### src/rtl/tmr_pkg.sv
package tmr_pkg;

    localparam int unsigned REG_ADDR_W = 2;
    localparam int unsigned CTRL_W     = 6;

    // Control register layout, bit 0 at the bottom.
    typedef struct packed {
        logic cap_ie;      // bit 5
        logic match_ie;    // bit 4
        logic pulse_mode;  // bit 3
        logic reload_en;   // bit 2
        logic wide;        // bit 1
        logic enable;      // bit 0
    } ctrl_t;

    typedef enum logic [REG_ADDR_W-1:0] {
        SEL_CTRL  = 2'd0,
        SEL_LOAD  = 2'd1,
        SEL_COUNT = 2'd2,
        SEL_STAT  = 2'd3
    } reg_sel_e;

    typedef struct packed {
        logic capture;
        logic match;
    } tmr_flags_t;

    function automatic reg_sel_e decode_sel(input logic [REG_ADDR_W-1:0] a);
        return reg_sel_e'(a);
    endfunction

endpackage

### src/rtl/tmr_regfile.sv
module tmr_regfile
    import tmr_pkg::*;
#(
    parameter int unsigned CNT_W = 32
) (
    input  logic                  clk,
    input  logic                  rst,
    input  logic                  wr_en,
    input  logic [REG_ADDR_W-1:0] wr_addr,
    input  logic [CNT_W-1:0]      wr_data,
    output ctrl_t                 ctrl,
    output logic [CNT_W-1:0]      load_val,
    output logic                  en_load,
    output tmr_flags_t            stat_clr
);

    reg_sel_e sel;
    logic     wr_ctrl;
    logic     wr_load;
    logic     wr_stat;
    ctrl_t    ctrl_new;

    always_comb begin
        sel      = decode_sel(wr_addr);
        wr_ctrl  = wr_en && (sel == SEL_CTRL);
        wr_load  = wr_en && (sel == SEL_LOAD);
        wr_stat  = wr_en && (sel == SEL_STAT);
        ctrl_new = ctrl_t'(wr_data[CTRL_W-1:0]);
        en_load  = wr_ctrl && ctrl_new.enable && !ctrl.enable;
        stat_clr = wr_stat ? tmr_flags_t'(wr_data[1:0]) : '0;
    end

    always_ff @(posedge clk) begin
        if (rst) begin
            ctrl     <= '0;
            load_val <= '0;
        end else begin
            if (wr_ctrl) ctrl <= ctrl_new;
            if (wr_load) load_val <= wr_data;
        end
    end

endmodule

### src/rtl/tmr_counter.sv
module tmr_counter
    import tmr_pkg::*;
#(
    parameter int unsigned CNT_W = 32
) (
    input  logic             clk,
    input  logic             rst,
    input  ctrl_t            ctrl,
    input  logic [CNT_W-1:0] load_val,
    input  logic             en_load,
    output logic [CNT_W-1:0] cnt,
    output logic             match_evt,
    output logic             tmr_out
);

    localparam int unsigned HALF_W = CNT_W / 2;

    logic [CNT_W-1:0]  reload_val;
    logic [CNT_W-1:0]  cnt_inc;
    logic [HALF_W-1:0] cmp_val;
    logic              tc_hit;
    logic              running;

    always_comb begin
        cmp_val = load_val[CNT_W-1:HALF_W];
        if (ctrl.wide) begin
            reload_val = load_val;
            cnt_inc    = cnt + 1'b1;
            tc_hit     = &cnt;
        end else begin
            reload_val = {{HALF_W{1'b0}}, load_val[HALF_W-1:0]};
            cnt_inc    = {{HALF_W{1'b0}}, cnt[HALF_W-1:0] + 1'b1};
            tc_hit     = &cnt[HALF_W-1:0];
        end
        running   = ctrl.enable && !(tc_hit && !ctrl.reload_en);
        match_evt = running && !ctrl.wide && (cnt[HALF_W-1:0] == cmp_val);
    end

    always_ff @(posedge clk) begin
        if (rst) begin
            cnt <= '0;
        end else if (en_load) begin
            cnt <= reload_val;
        end else if (ctrl.enable) begin
            if (tc_hit) begin
                if (ctrl.reload_en) cnt <= reload_val;
            end else begin
                cnt <= cnt_inc;
            end
        end
    end

    always_ff @(posedge clk) begin
        if (rst) begin
            tmr_out <= 1'b0;
        end else if (ctrl.pulse_mode) begin
            tmr_out <= match_evt;
        end else if (match_evt) begin
            tmr_out <= ~tmr_out;
        end
    end

endmodule

### src/rtl/tmr_capture.sv
module tmr_capture #(
    parameter int unsigned CNT_W       = 32,
    parameter int unsigned SYNC_STAGES = 2
) (
    input  logic                  clk,
    input  logic                  rst,
    input  logic                  cap_in,
    input  logic                  wide,
    input  logic [CNT_W-1:0]      cnt,
    output logic [CNT_W/2-1:0]    cap_val,
    output logic                  cap_evt
);

    localparam int unsigned HALF_W = CNT_W / 2;

    logic [SYNC_STAGES-1:0] sync_q;
    logic                   prev_q;

    genvar g;
    generate
        for (g = 0; g < SYNC_STAGES; g++) begin : g_sync
            if (g == 0) begin : g_first
                always_ff @(posedge clk) begin
                    if (rst) sync_q[0] <= 1'b0;
                    else     sync_q[0] <= cap_in;
                end
            end else begin : g_next
                always_ff @(posedge clk) begin
                    if (rst) sync_q[g] <= 1'b0;
                    else     sync_q[g] <= sync_q[g-1];
                end
            end
        end
    endgenerate

    assign cap_evt = sync_q[SYNC_STAGES-1] && !prev_q && !wide;

    always_ff @(posedge clk) begin
        if (rst) begin
            prev_q  <= 1'b0;
            cap_val <= '0;
        end else begin
            prev_q <= sync_q[SYNC_STAGES-1];
            if (cap_evt) cap_val <= cnt[HALF_W-1:0];
        end
    end

endmodule

### src/rtl/dual_mode_timer.sv
module dual_mode_timer
    import tmr_pkg::*;
#(
    parameter int unsigned CNT_W = 32
) (
    input  logic                  clk,
    input  logic                  rst,
    input  logic                  wr_en,
    input  logic [1:0]            wr_addr,
    input  logic [CNT_W-1:0]      wr_data,
    input  logic [1:0]            rd_addr,
    output logic [CNT_W-1:0]      rd_data,
    input  logic                  cap_in,
    output logic                  tmr_out,
    output logic                  irq
);

    localparam int unsigned HALF_W = CNT_W / 2;

    ctrl_t             ctrl;
    logic [CNT_W-1:0]  load_val;
    logic              en_load;
    tmr_flags_t        stat_clr;
    logic [CNT_W-1:0]  cnt;
    logic              match_evt;
    logic [HALF_W-1:0] cap_val;
    logic              cap_evt;
    logic              m_flag;
    logic              c_flag;

    tmr_regfile #(.CNT_W(CNT_W)) u_regs (
        .clk      (clk),
        .rst      (rst),
        .wr_en    (wr_en),
        .wr_addr  (wr_addr),
        .wr_data  (wr_data),
        .ctrl     (ctrl),
        .load_val (load_val),
        .en_load  (en_load),
        .stat_clr (stat_clr)
    );

    tmr_counter #(.CNT_W(CNT_W)) u_cnt (
        .clk       (clk),
        .rst       (rst),
        .ctrl      (ctrl),
        .load_val  (load_val),
        .en_load   (en_load),
        .cnt       (cnt),
        .match_evt (match_evt),
        .tmr_out   (tmr_out)
    );

    tmr_capture #(.CNT_W(CNT_W), .SYNC_STAGES(2)) u_cap (
        .clk     (clk),
        .rst     (rst),
        .cap_in  (cap_in),
        .wide    (ctrl.wide),
        .cnt     (cnt),
        .cap_val (cap_val),
        .cap_evt (cap_evt)
    );

    // Sticky flags: a new event wins over a same-cycle clear.
    always_ff @(posedge clk) begin
        if (rst) begin
            m_flag <= 1'b0;
            c_flag <= 1'b0;
        end else begin
            m_flag <= match_evt || (m_flag && !stat_clr.match);
            c_flag <= cap_evt   || (c_flag && !stat_clr.capture);
        end
    end

    assign irq = (m_flag && ctrl.match_ie) || (c_flag && ctrl.cap_ie);

    always_comb begin
        rd_data = '0;
        unique case (decode_sel(rd_addr))
            SEL_CTRL:  rd_data[CTRL_W-1:0] = ctrl;
            SEL_LOAD:  rd_data = load_val;
            SEL_COUNT: rd_data = ctrl.wide ? cnt : {cap_val, cnt[HALF_W-1:0]};
            SEL_STAT:  rd_data[1:0] = {c_flag, m_flag};
            default:   rd_data = '0;
        endcase
    end

endmodule

### config.mk
export PLATFORM = sky130hd
export DESIGN_NAME = dual_mode_timer
export DESIGN_NICKNAME = d
export VERILOG_FILES = /design/src/rtl/tmr_pkg.sv /design/src/rtl/tmr_regfile.sv /design/src/rtl/tmr_counter.sv /design/src/rtl/tmr_capture.sv /design/src/rtl/dual_mode_timer.sv
export SDC_FILE = /design/constraint.sdc
export NUM_CORES = 1
export LEC_CHECK = 0
export ABC_AREA = 1
export CORE_ASPECT_RATIO = 0.7
export CORE_MARGIN = 8
export CORE_UTILIZATION = 55
export DETAILED_ROUTE_END_ITERATION = 12
export PLACE_DENSITY_LB_ADDON = 0.05
export SYNTH_ARGS = -nofsm -noshare
export SYNTH_HDL_FRONTEND = slang
export SYNTH_SLANG_ARGS = --single-unit
### constraint.sdc
create_clock -name clk -period 4.8 [get_ports clk]
set_clock_uncertainty 0.1 [all_clocks]
set_input_delay 0.48 -clock clk [delete_from_list [all_inputs] [get_ports clk]]
set_output_delay 0.48 -clock clk [all_outputs]
set_load 0.05 [all_outputs]
# Word-level counts from Yosys, hierarchy flattened
# Cells that the tools add are included.
[word_totals] word_cells=71 regBits=92 in_bits=40
[op_classes] n_mux=14 addsub=2 n_eq_ne=7 n_reduce_logical=32 bitwise_logic=1
[ops] cell="32-bit 2-to-1 mux" n=7
[ops] cell="26-bit case mux with 2 select lines" n=1
[ops] cell="32-bit by 1-bit adder with 32-bit output, second input constant" n=1
[ops] cell="32-bit AND reduction" n=1
[ops] cell="16-bit by 1-bit adder with 16-bit output, second input constant" n=1
[ops] cell="16-bit == test" n=1
[ops] cell="16-bit AND reduction" n=1
[ops] cell="1-bit logical AND" n=15
[ops] cell="4-bit case mux with 3 select lines" n=1
[ops] cell="2-bit case mux with 4 select lines" n=1
[ops] cell="1-bit logical NOT" n=7
[ops] cell="2-bit == test, second input constant" n=3
[ops] cell="2-bit by 1-bit == test with 1-bit output, second input constant" n=2
[ops] cell="2-bit logical NOT" n=2
[ops] cell="2-bit nonzero test" n=2
[ops] cell="1-bit logical OR" n=3
[ops] cell="1-bit 2-to-1 mux" n=3
[ops] cell="3-bit != test, second input constant" n=1
[ops] cell="2-bit 2-to-1 mux" n=1
[ops] cell="2-bit AND reduction" n=1
[ops] cell="1-bit inverter" n=1

# Logic depth before layout (Yosys ltp)
# Gate-level depths: netlist (run 1).
[logic_depth] word_depth=9 depth_mapped=14

# By module
# Synthesis (run 1) repeated with hierarchy kept, for this count alone.
[hier_totals] cells_unflattened=1017 area_unflattened_um2=6652.6
[modules_own_cells] module="tmr_counter" instances=1 seq_area_each_um2=660.6 cells_each=510 area_each_um2=2914.0
[modules_own_cells] module="tmr_regfile" instances=1 seq_area_each_um2=760.7 cells_each=179 area_each_um2=1864.3
[modules_own_cells] module="dual_mode_timer" instances=1 seq_area_each_um2=40.0 cells_each=214 area_each_um2=1106.1
[modules_own_cells] module="tmr_capture" instances=1 seq_area_each_um2=380.4 cells_each=114 area_each_um2=768.2

# Worst setup path before layout (run 1)
# Ideal clock, no wire load.
[synth_path] path_kind="in2out" startpoint="input rd_addr[0]" endpoint="output rd_data[1]" t_required_ns=4.220 t_arrival_ns=2.179 path_stages=6 path_buffers=2 setup_slack_ns=2.041 path_cell_list="inv_1 -> ha_1 -> clkbuf_1 -> clkbuf_1 -> nand2_1 -> a32oi_1"
[synth_between] elab_chain_cells=2 elab_cells_between_ends=5 classes_between="eq/ne (3); mux (1); reduce/logical (1)"
[synth_lines] item="start, declared" line_no="dual_mode_timer.sv:11" text="input logic [1:0] rd_addr,"
[synth_lines] item="2-bit == test, or another cell as far along" line_no="dual_mode_timer.sv:79" text="unique case (decode_sel(rd_addr))"
[synth_lines] item="2-bit case mux with 4 select lines *" line_no="dual_mode_timer.sv:79"
[synth_lines] item="end, declared" line_no="dual_mode_timer.sv:12" text="output logic [CNT_W-1:0] rd_data,"
# Mark *: on every way between the ends. The rest lies on a longest branch, timed or not.

# Final worst setup path (run 1)
[layout_path] startpoint="input rd_addr[0]" endpoint="output rd_data[18]"
[layout_between] elab_chain_cells=2 elab_cells_between_ends=3 classes_between="eq/ne (2); mux (1)"
[layout_lines] item="2-bit == test or 2-bit by 1-bit == test with 1-bit output (tied branches)" line_no="dual_mode_timer.sv:79"
[layout_lines] item="26-bit case mux with 2 select lines *" line_no="dual_mode_timer.sv:79"
# Marks and branches as above.

==> results.md, run 1 <==
* Number of buffer cells added on primary ports at 73
* DIE WIDTH at 137.6 um
* Fin crit share at 0.7541
* Count of synthesis-stage warnings from yosys at 0
* Synth top area cells: sky130_fd_sc_hd__dfxtp_1 (32%), sky130_fd_sc_hd__nand2_1 (14%), sky130_fd_sc_hd__nor2_1 (8.2%)
* Power per cell area at 291.7 nW/um2
* Peak supply drop at 188.9 uV
* Placed cell area at 6370 um2
* #FFs+latches synth at 92
* Worst Max-Slew Pin Slew at 0.9132 ns
* Vias in the first global route at 5882
* RSZ-0062 raised after global routing: false
* Area added between synthesis and finish at 17.59%
* GR Overflow Total at 0
* CP cell instances: clkdlybuf4s50_1 -> inv_1 -> ha_1 -> buf_4 -> inv_1 -> a21oi_1 -> o21ai_0 -> a21oi_1 -> clkdlybuf4s50_1
* Portion of the post-synthesis area used by sequential elements at 0.3236
* Die Outline Area at 13910 um2
* Highest achievable clock rate at 0.2763 GHz
* Accumulated negative setup slack at 0 ns
* Async set-reset flop share out of synthesis at 0
* Total count of hold-check failures in the final report at 0
* Residual DRC count at 0
* Count of nets left with antenna violations after detail routing at 0
* Clock slew at the register clock pins of the worst setup and hold paths at 0.07 ns
* Data required time of the critical path at 4.22 ns
* CTS root buf: sky130_fd_sc_hd__clkbuf_16
* Path class of the lowest-slack min-delay path: reg2reg
* Crit-path max cell delay at 0.83 ns
* Cell leakage power at 2.747 nW
* Cell area after layout at 6693 um2
* Final routed wire length divided by cell count at 17.27 um
* TritonCTS clock tree: done
* Cell area after technology mapping at 5692 um2
* Placed wire-length estimate at 13310 um
* Via/cell ratio at 5.768
* Max Cap Viol at 0
* Syn_area_per_cell at 6.268 um2
* Post-route non-filler standard cell count at 1084
* Run status: finished, final reports clean
* Clk buf depth at 2
* Final setup vio count at 0
* Primary FF master, synth: sky130_fd_sc_hd__dfxtp_1
* Initial DRC count at 740
* Capture instance of the worst register-to-register path: u_cnt.cnt[24]$_SDFFE_PP0P_
* Post-CTS Hold Buffers at 0
* Area of the core at 10200 um2
* Number of iterations in the first detailed-routing pass at 5
* Critical Path Fanout Max at 28
* Last weighted congestion value of the routability-driven placer at 0.9250
* Standard-cell row count at 31
* Top Ports at 74
* Clock latency on the worst-skew pair at 0.35 ns
* Startpoint of the worst-slack reg-to-reg timing path: u_cnt.cnt[1]$_SDFFE_PP0P_
* Arrival time worst endpoint at 3.04 ns
* Unique cell type count in the Yosys netlist at 41
* Most frequent cells in the layout: sky130_fd_sc_hd__nand2_1 (207), sky130_fd_sc_hd__nor2_1 (125), sky130_fd_sc_hd__dfxtp_1 (92), sky130_fd_sc_hd__inv_1 (90), sky130_fd_sc_hd__o21ai_0 (88)
* Hold Path Stages at 2
* Global-route usage over all layers at 0.2753
* Most area-hungry cell type in the Yosys netlist: sky130_fd_sc_hd__dfxtp_1
* Slowest cell on the critical path: sky130_fd_sc_hd__clkdlybuf4s50_1
* Inserted Clock Buffers at 9
* Number of resized instances in the post-cts repair step at 0
* Pins Over Slew Limit at 0
* Count of inserted antenna diode cells at 0
* Die H at 101.1 um
* Setup slack of the worst register-to-register path at 1.77 ns
* Maximum number of pins on one net before global-route repair at 57
* Clock Sink Count at 92
* Leading cell type in the layout, fill and taps excluded: sky130_fd_sc_hd__nand2_1
* Worst Setup Path Type: in2out
* Endpoint of the worst hold path: u_cap.sync_q[1]$_SDFF_PP0_
* Type of element launching the critical path: input pin
* Total nets after synthesis at 955
* Number of antenna violations at the first check in global routing at 0
* Initial cell density of the core at 0.5580
* Post-route core utilization at 0.6561
* Launch point of the worst hold path: u_cap.sync_q[0]$_SDFF_PP0_
* Number of cells on the worst reg-to-reg path at 10
* Area share of the largest cell type after synthesis at 0.3236
* Gate count after technology mapping at 908
* Remaining max-slew budget at the tightest pin at 0.3891
* Critical path capture point type: primary output
* Routed via count at 6253
* Number of enable-type register cells in the synthesized netlist at 0
* Time the final worst path needs with I/O delays and setup at 3.620 ns
* Wire length of the first global-routing pass at 30300 um
* Total setup buffers inserted after CTS at 0
* H-tree lvl count at 3
* Final routed wirelength across all metal layers at 18720 um
* Placed cells at 1068
* Fraction of layout cells with a size suffix above 1 at 0.05567
* Net count reported at finish at 994
-- final cells by class --
class                      count  area [um2]
clock buffer                  10       229.0
fill                         936        3508
tap                          132       165.2
sequential                    92        1842
inverter                      97       364.1
timing repair buffer          81       790.8
multi-input combinational    666        3208
clock inverter                 6       93.84
-- worst max path at each step --
| stage | from | end | slack, ns | depth (start not counted) |
|---|---|---|---|---|
| 4_1_cts | rd_addr[0] | rd_data[18] | 1.19 | 9 |
| 6_report | rd_addr[0] | rd_data[18] | 1.18 | 9 |
| 3_3_place_gp | rd_addr[0] | rd_data[18] | 1.24 | 9 |
| 2_1_floorplan | rd_addr[0] | rd_data[1] | 2.04 | 6 |
| 3_5_place_dp | rd_addr[0] | rd_data[18] | 1.20 | 9 |
| 5_1_grt | rd_addr[0] | rd_data[18] | 1.02 | 9 |
-- cells in the mapped netlist, types with 4 or more instances --
| cell type | instances |
|---|---|
| sky130_fd_sc_hd__ha_1 | 7 |
| sky130_fd_sc_hd__buf_4 | 6 |
| sky130_fd_sc_hd__inv_2 | 5 |
| sky130_fd_sc_hd__nand4_1 | 7 |
| sky130_fd_sc_hd__a21oi_1 | 80 |
| sky130_fd_sc_hd__xnor2_1 | 5 |
| sky130_fd_sc_hd__dfxtp_1 | 92 |
| sky130_fd_sc_hd__o21ai_0 | 88 |
| sky130_fd_sc_hd__inv_1 | 91 |
| sky130_fd_sc_hd__buf_6 | 7 |
| sky130_fd_sc_hd__nor2_1 | 125 |
| sky130_fd_sc_hd__nand3_1 | 55 |
| sky130_fd_sc_hd__nand3b_1 | 8 |
| sky130_fd_sc_hd__o21ai_1 | 18 |
| sky130_fd_sc_hd__nand2_1 | 207 |
| sky130_fd_sc_hd__clkbuf_1 | 30 |
| sky130_fd_sc_hd__nor3_1 | 7 |
| sky130_fd_sc_hd__nor2_2 | 4 |
| sky130_fd_sc_hd__xor2_1 | 14 |
| sky130_fd_sc_hd__o211ai_1 | 8 |
| sky130_fd_sc_hd__or2_2 | 6 |
| sky130_fd_sc_hd__nand2_2 | 6 |
| sky130_fd_sc_hd__o21a_1 | 4 |
| sky130_fd_sc_hd__buf_2 | 8 |
-- cells by family after synthesis --
family / share of synthesized area
buffers and inverters: 0.1139
DFF: 0.3236
and+or+nand+nor: 0.3245
AOI/OAI and AO/OA: 0.1935
xor gates and xnor gates: 0.02924
adders and majority gates: 0.01539
-- power breakdown --
group / internal, W / total (W) / leakage [nW] / switching (W)
Sequential: 0.000804 / 0.000854 / 0.752 / 0.0000502
Combinational: 0.000113 / 0.000309 / 1.84 / 0.000196
Clock: 0.000463 / 0.000789 / 0.154 / 0.000326
Total: 0.00138 / 0.00195 / 2.75 / 0.000572
-- stage by stage --
step / hold WS (ns) / total power (W) / setup WS (ns)
after detailed placement: 0.3013 / 0.001171 / 1.197
final: 0.3078 / 0.001952 / 1.180
after CTS: 0.3118 / 0.001945 / 1.190
after global placement: 0.3014 / 0.001162 / 1.236
after floorplan: 0.2883 / 0.001060 / 2.041
after global routing: 0.3226 / 0.002020 / 1.017
-- registers in the layout, indices dropped and copies added (netlist names) --
signal	cells
u_cnt.cnt	32
u_regs.load_val	32
u_cap.cap_val	16
u_regs.ctrl	6
u_cap.sync_q	2
c_flag	1
m_flag	1
u_cap.prev_q	1
u_cnt.tmr_out	1
-- worst max-delay path, delay by kind of cell --
family | cells | cell delay (ns)
buf+inv | 5 | 1.98
compound gates | 3 | 0.41
fa+ha+maj | 1 | 0.15
-- routing by layer --
layer | GRT usage | share of wire
met5 | 0 | 0
met1 | 0.3796 | 0.45
met3 | 0.06574 | 0.11
met2 | 0.4172 | 0.43
met4 | 0.07737 | 0.021
Note: power is estimated with default switching activity, not from simulation.
==> run 2: changes to the inputs <==
clock period = 3.4 ns   (was 4.8 ns; I/O delays follow)
==> run 2 against run 1 <==
  * Final area rose by 4.1%
  * Sequential share of layout area fell by 1.1 points
  * Sequential cell count did not move
==> results.md, run 2 (same netlist as run 1, synthesis figures left out) <==
* Final worst hold slack at 0.3094 ns
* Inserted Clock Buffers at 9
* Clock slew at the register clock pins of the worst setup and hold paths at 0.06 ns
* Net count reported at finish at 998
* Final routed wirelength across all metal layers at 19010 um
* Wire length of the first global-routing pass at 30410 um
* Total setup buffers inserted after CTS at 0
* Highest achievable clock rate at 0.3680 GHz
* Crit-path max cell delay at 0.47 ns
* Last weighted congestion value of the routability-driven placer at 0.9165
* H-tree lvl count at 3
* Final setup vio count at 0
* Global-route usage over all layers at 0.2770
* Arrival time worst endpoint at 2.28 ns
* Residual DRC count at 0
* Cell leakage power at 2.905 nW
* Fraction of layout cells with a size suffix above 1 at 0.09205
* RSZ-0062 raised after global routing: false
* Clock latency on the worst-skew pair at 0.35 ns
* Die H at 101.1 um
* Via/cell ratio at 5.774
* Power per cell area at 387.1 nW/um2
* Peak supply drop at 246.9 uV
* Most frequent cells in the layout: sky130_fd_sc_hd__nand2_1 (207), sky130_fd_sc_hd__nor2_1 (125), sky130_fd_sc_hd__dfxtp_1 (92), sky130_fd_sc_hd__inv_1 (90), sky130_fd_sc_hd__o21ai_0 (88)
* Leading cell type in the layout, fill and taps excluded: sky130_fd_sc_hd__nand2_1
* Initial DRC count at 725
* Maximum number of pins on one net before global-route repair at 59
* Number of buffers and inverters on the critical path at 4
* Critical Path Fanout Max at 10
* Top Ports at 74
* Number of resized instances in the post-cts repair step at 0
* Number of iterations in the first detailed-routing pass at 6
* Standard-cell row count at 31
* Accumulated negative setup slack at 0 ns
* Worst Max-Slew Pin Slew at 0.8441 ns
* Initial cell density of the core at 0.5580
* Placed wire-length estimate at 13940 um
* Area added between synthesis and finish at 22.44%
* Type of element launching the critical path: input pin
* Critical path capture point type: primary output
* Area of the core at 10200 um2
* Count of nets left with antenna violations after detail routing at 0
* Number of buffer cells added on primary ports at 73
* Total count of hold-check failures in the final report at 0
* Family with the most delay on the worst path: buffers and inverters
* TritonCTS clock tree: done
* Routed via count at 6282
* Vias in the first global route at 5811
* Clk buf depth at 2
* GR Overflow Total at 0
* DIE WIDTH at 137.6 um
* Die Outline Area at 13910 um2
* Post-route non-filler standard cell count at 1088
* Final routed wire length divided by cell count at 17.47 um
* CTS root buf: sky130_fd_sc_hd__clkbuf_16
* Clock Sink Count at 92
* Run status: finished, final reports clean
* CP cell instances: clkdlybuf4s50_1 -> inv_1 -> ha_1 -> inv_1 -> a21oi_1 -> o21ai_0 -> a21oi_1 -> buf_12
* Number of antenna violations at the first check in global routing at 0
* Worst Setup Path Type: in2out
* Placed cells at 1072
* Max Cap Viol at 0
* Post-CTS Hold Buffers at 0
* Path class of the lowest-slack min-delay path: reg2reg
* Pins Over Slew Limit at 0
* Time the final worst path needs with I/O delays and setup at 2.717 ns
* Remaining max-slew budget at the tightest pin at 0.4342
* Slowest cell on the critical path: sky130_fd_sc_hd__clkdlybuf4s50_1
* Fin crit share at 0.7992
* Post-route core utilization at 0.6832
* Top flop regs: u_cnt.cnt: 32 flops, u_regs.load_val: 32 flops, u_cap.cap_val: 16 flops
* Data required time of the critical path at 2.96 ns
* Count of inserted antenna diode cells at 0
run 2: cell types whose count changed in the layout (fill, tap and decap cells not counted), sizes merged:
cell,delta
buf,+36
clkdlybuf4s50,-32
clkinv,+2
inv,-2
bufinv,-1
clkbuf,+1
run 2: per-stage QoR:
step	worst slack [ns]	power (W)	area, um2
after global routing	0.5277	0.002784	6969
after floorplan	0.9212	0.001497	5692
after CTS	0.7234	0.002687	6969
after detailed placement	0.6193	0.001689	6676
after global placement	0.6853	0.001676	6676
final	0.6828	0.002697	6969
run 2: final cells by class:
type / instances / area, um2
sequential: 92 / 1842
clock buffer: 11 / 232.7
tap: 132 / 165.2
clock inverter: 5 / 60.06
multi-input combinational: 666 / 3202
fill: 888 / 3232
timing repair buffer: 85 / 1104
inverter: 97 / 364.1
run 2: worst paths after layout:
check	slack [ns]	start	cells past startpoint	endpoint
hold / removal	0.31	u_cap.sync_q[0]$_SDFF_PP0_	2	u_cap.sync_q[1]$_SDFF_PP0_
setup / recovery	0.68	rd_addr[0]	8	rd_data[18]
hold reg to reg	0.31	u_cap.sync_q[0]$_SDFF_PP0_	2	u_cap.sync_q[1]$_SDFF_PP0_
setup reg to reg	0.75	u_cnt.cnt[1]$_SDFFE_PP0P_	10	u_cnt.cnt[7]$_SDFFE_PP0P_
run 2: metal layers:
layer	track usage	share of wire
met1	0.3923	0.44
met2	0.4071	0.42
met3	0.06972	0.12
met4	0.07155	0.015
met5	0	0
run 2: worst min-delay path: cells and delay by family (launching register included):
family                 cells  cell delay, ns
AND/OR/NAND/NOR            1            0.03
flip-flops                 1            0.30
buffers and inverters      1            0.04
run 2: power by group:
group | switching [W] | internal (W)
combinational | 0.000284 | 0.000186
clock | 0.000447 | 0.000574
sequential | 0.0000707 | 0.00114
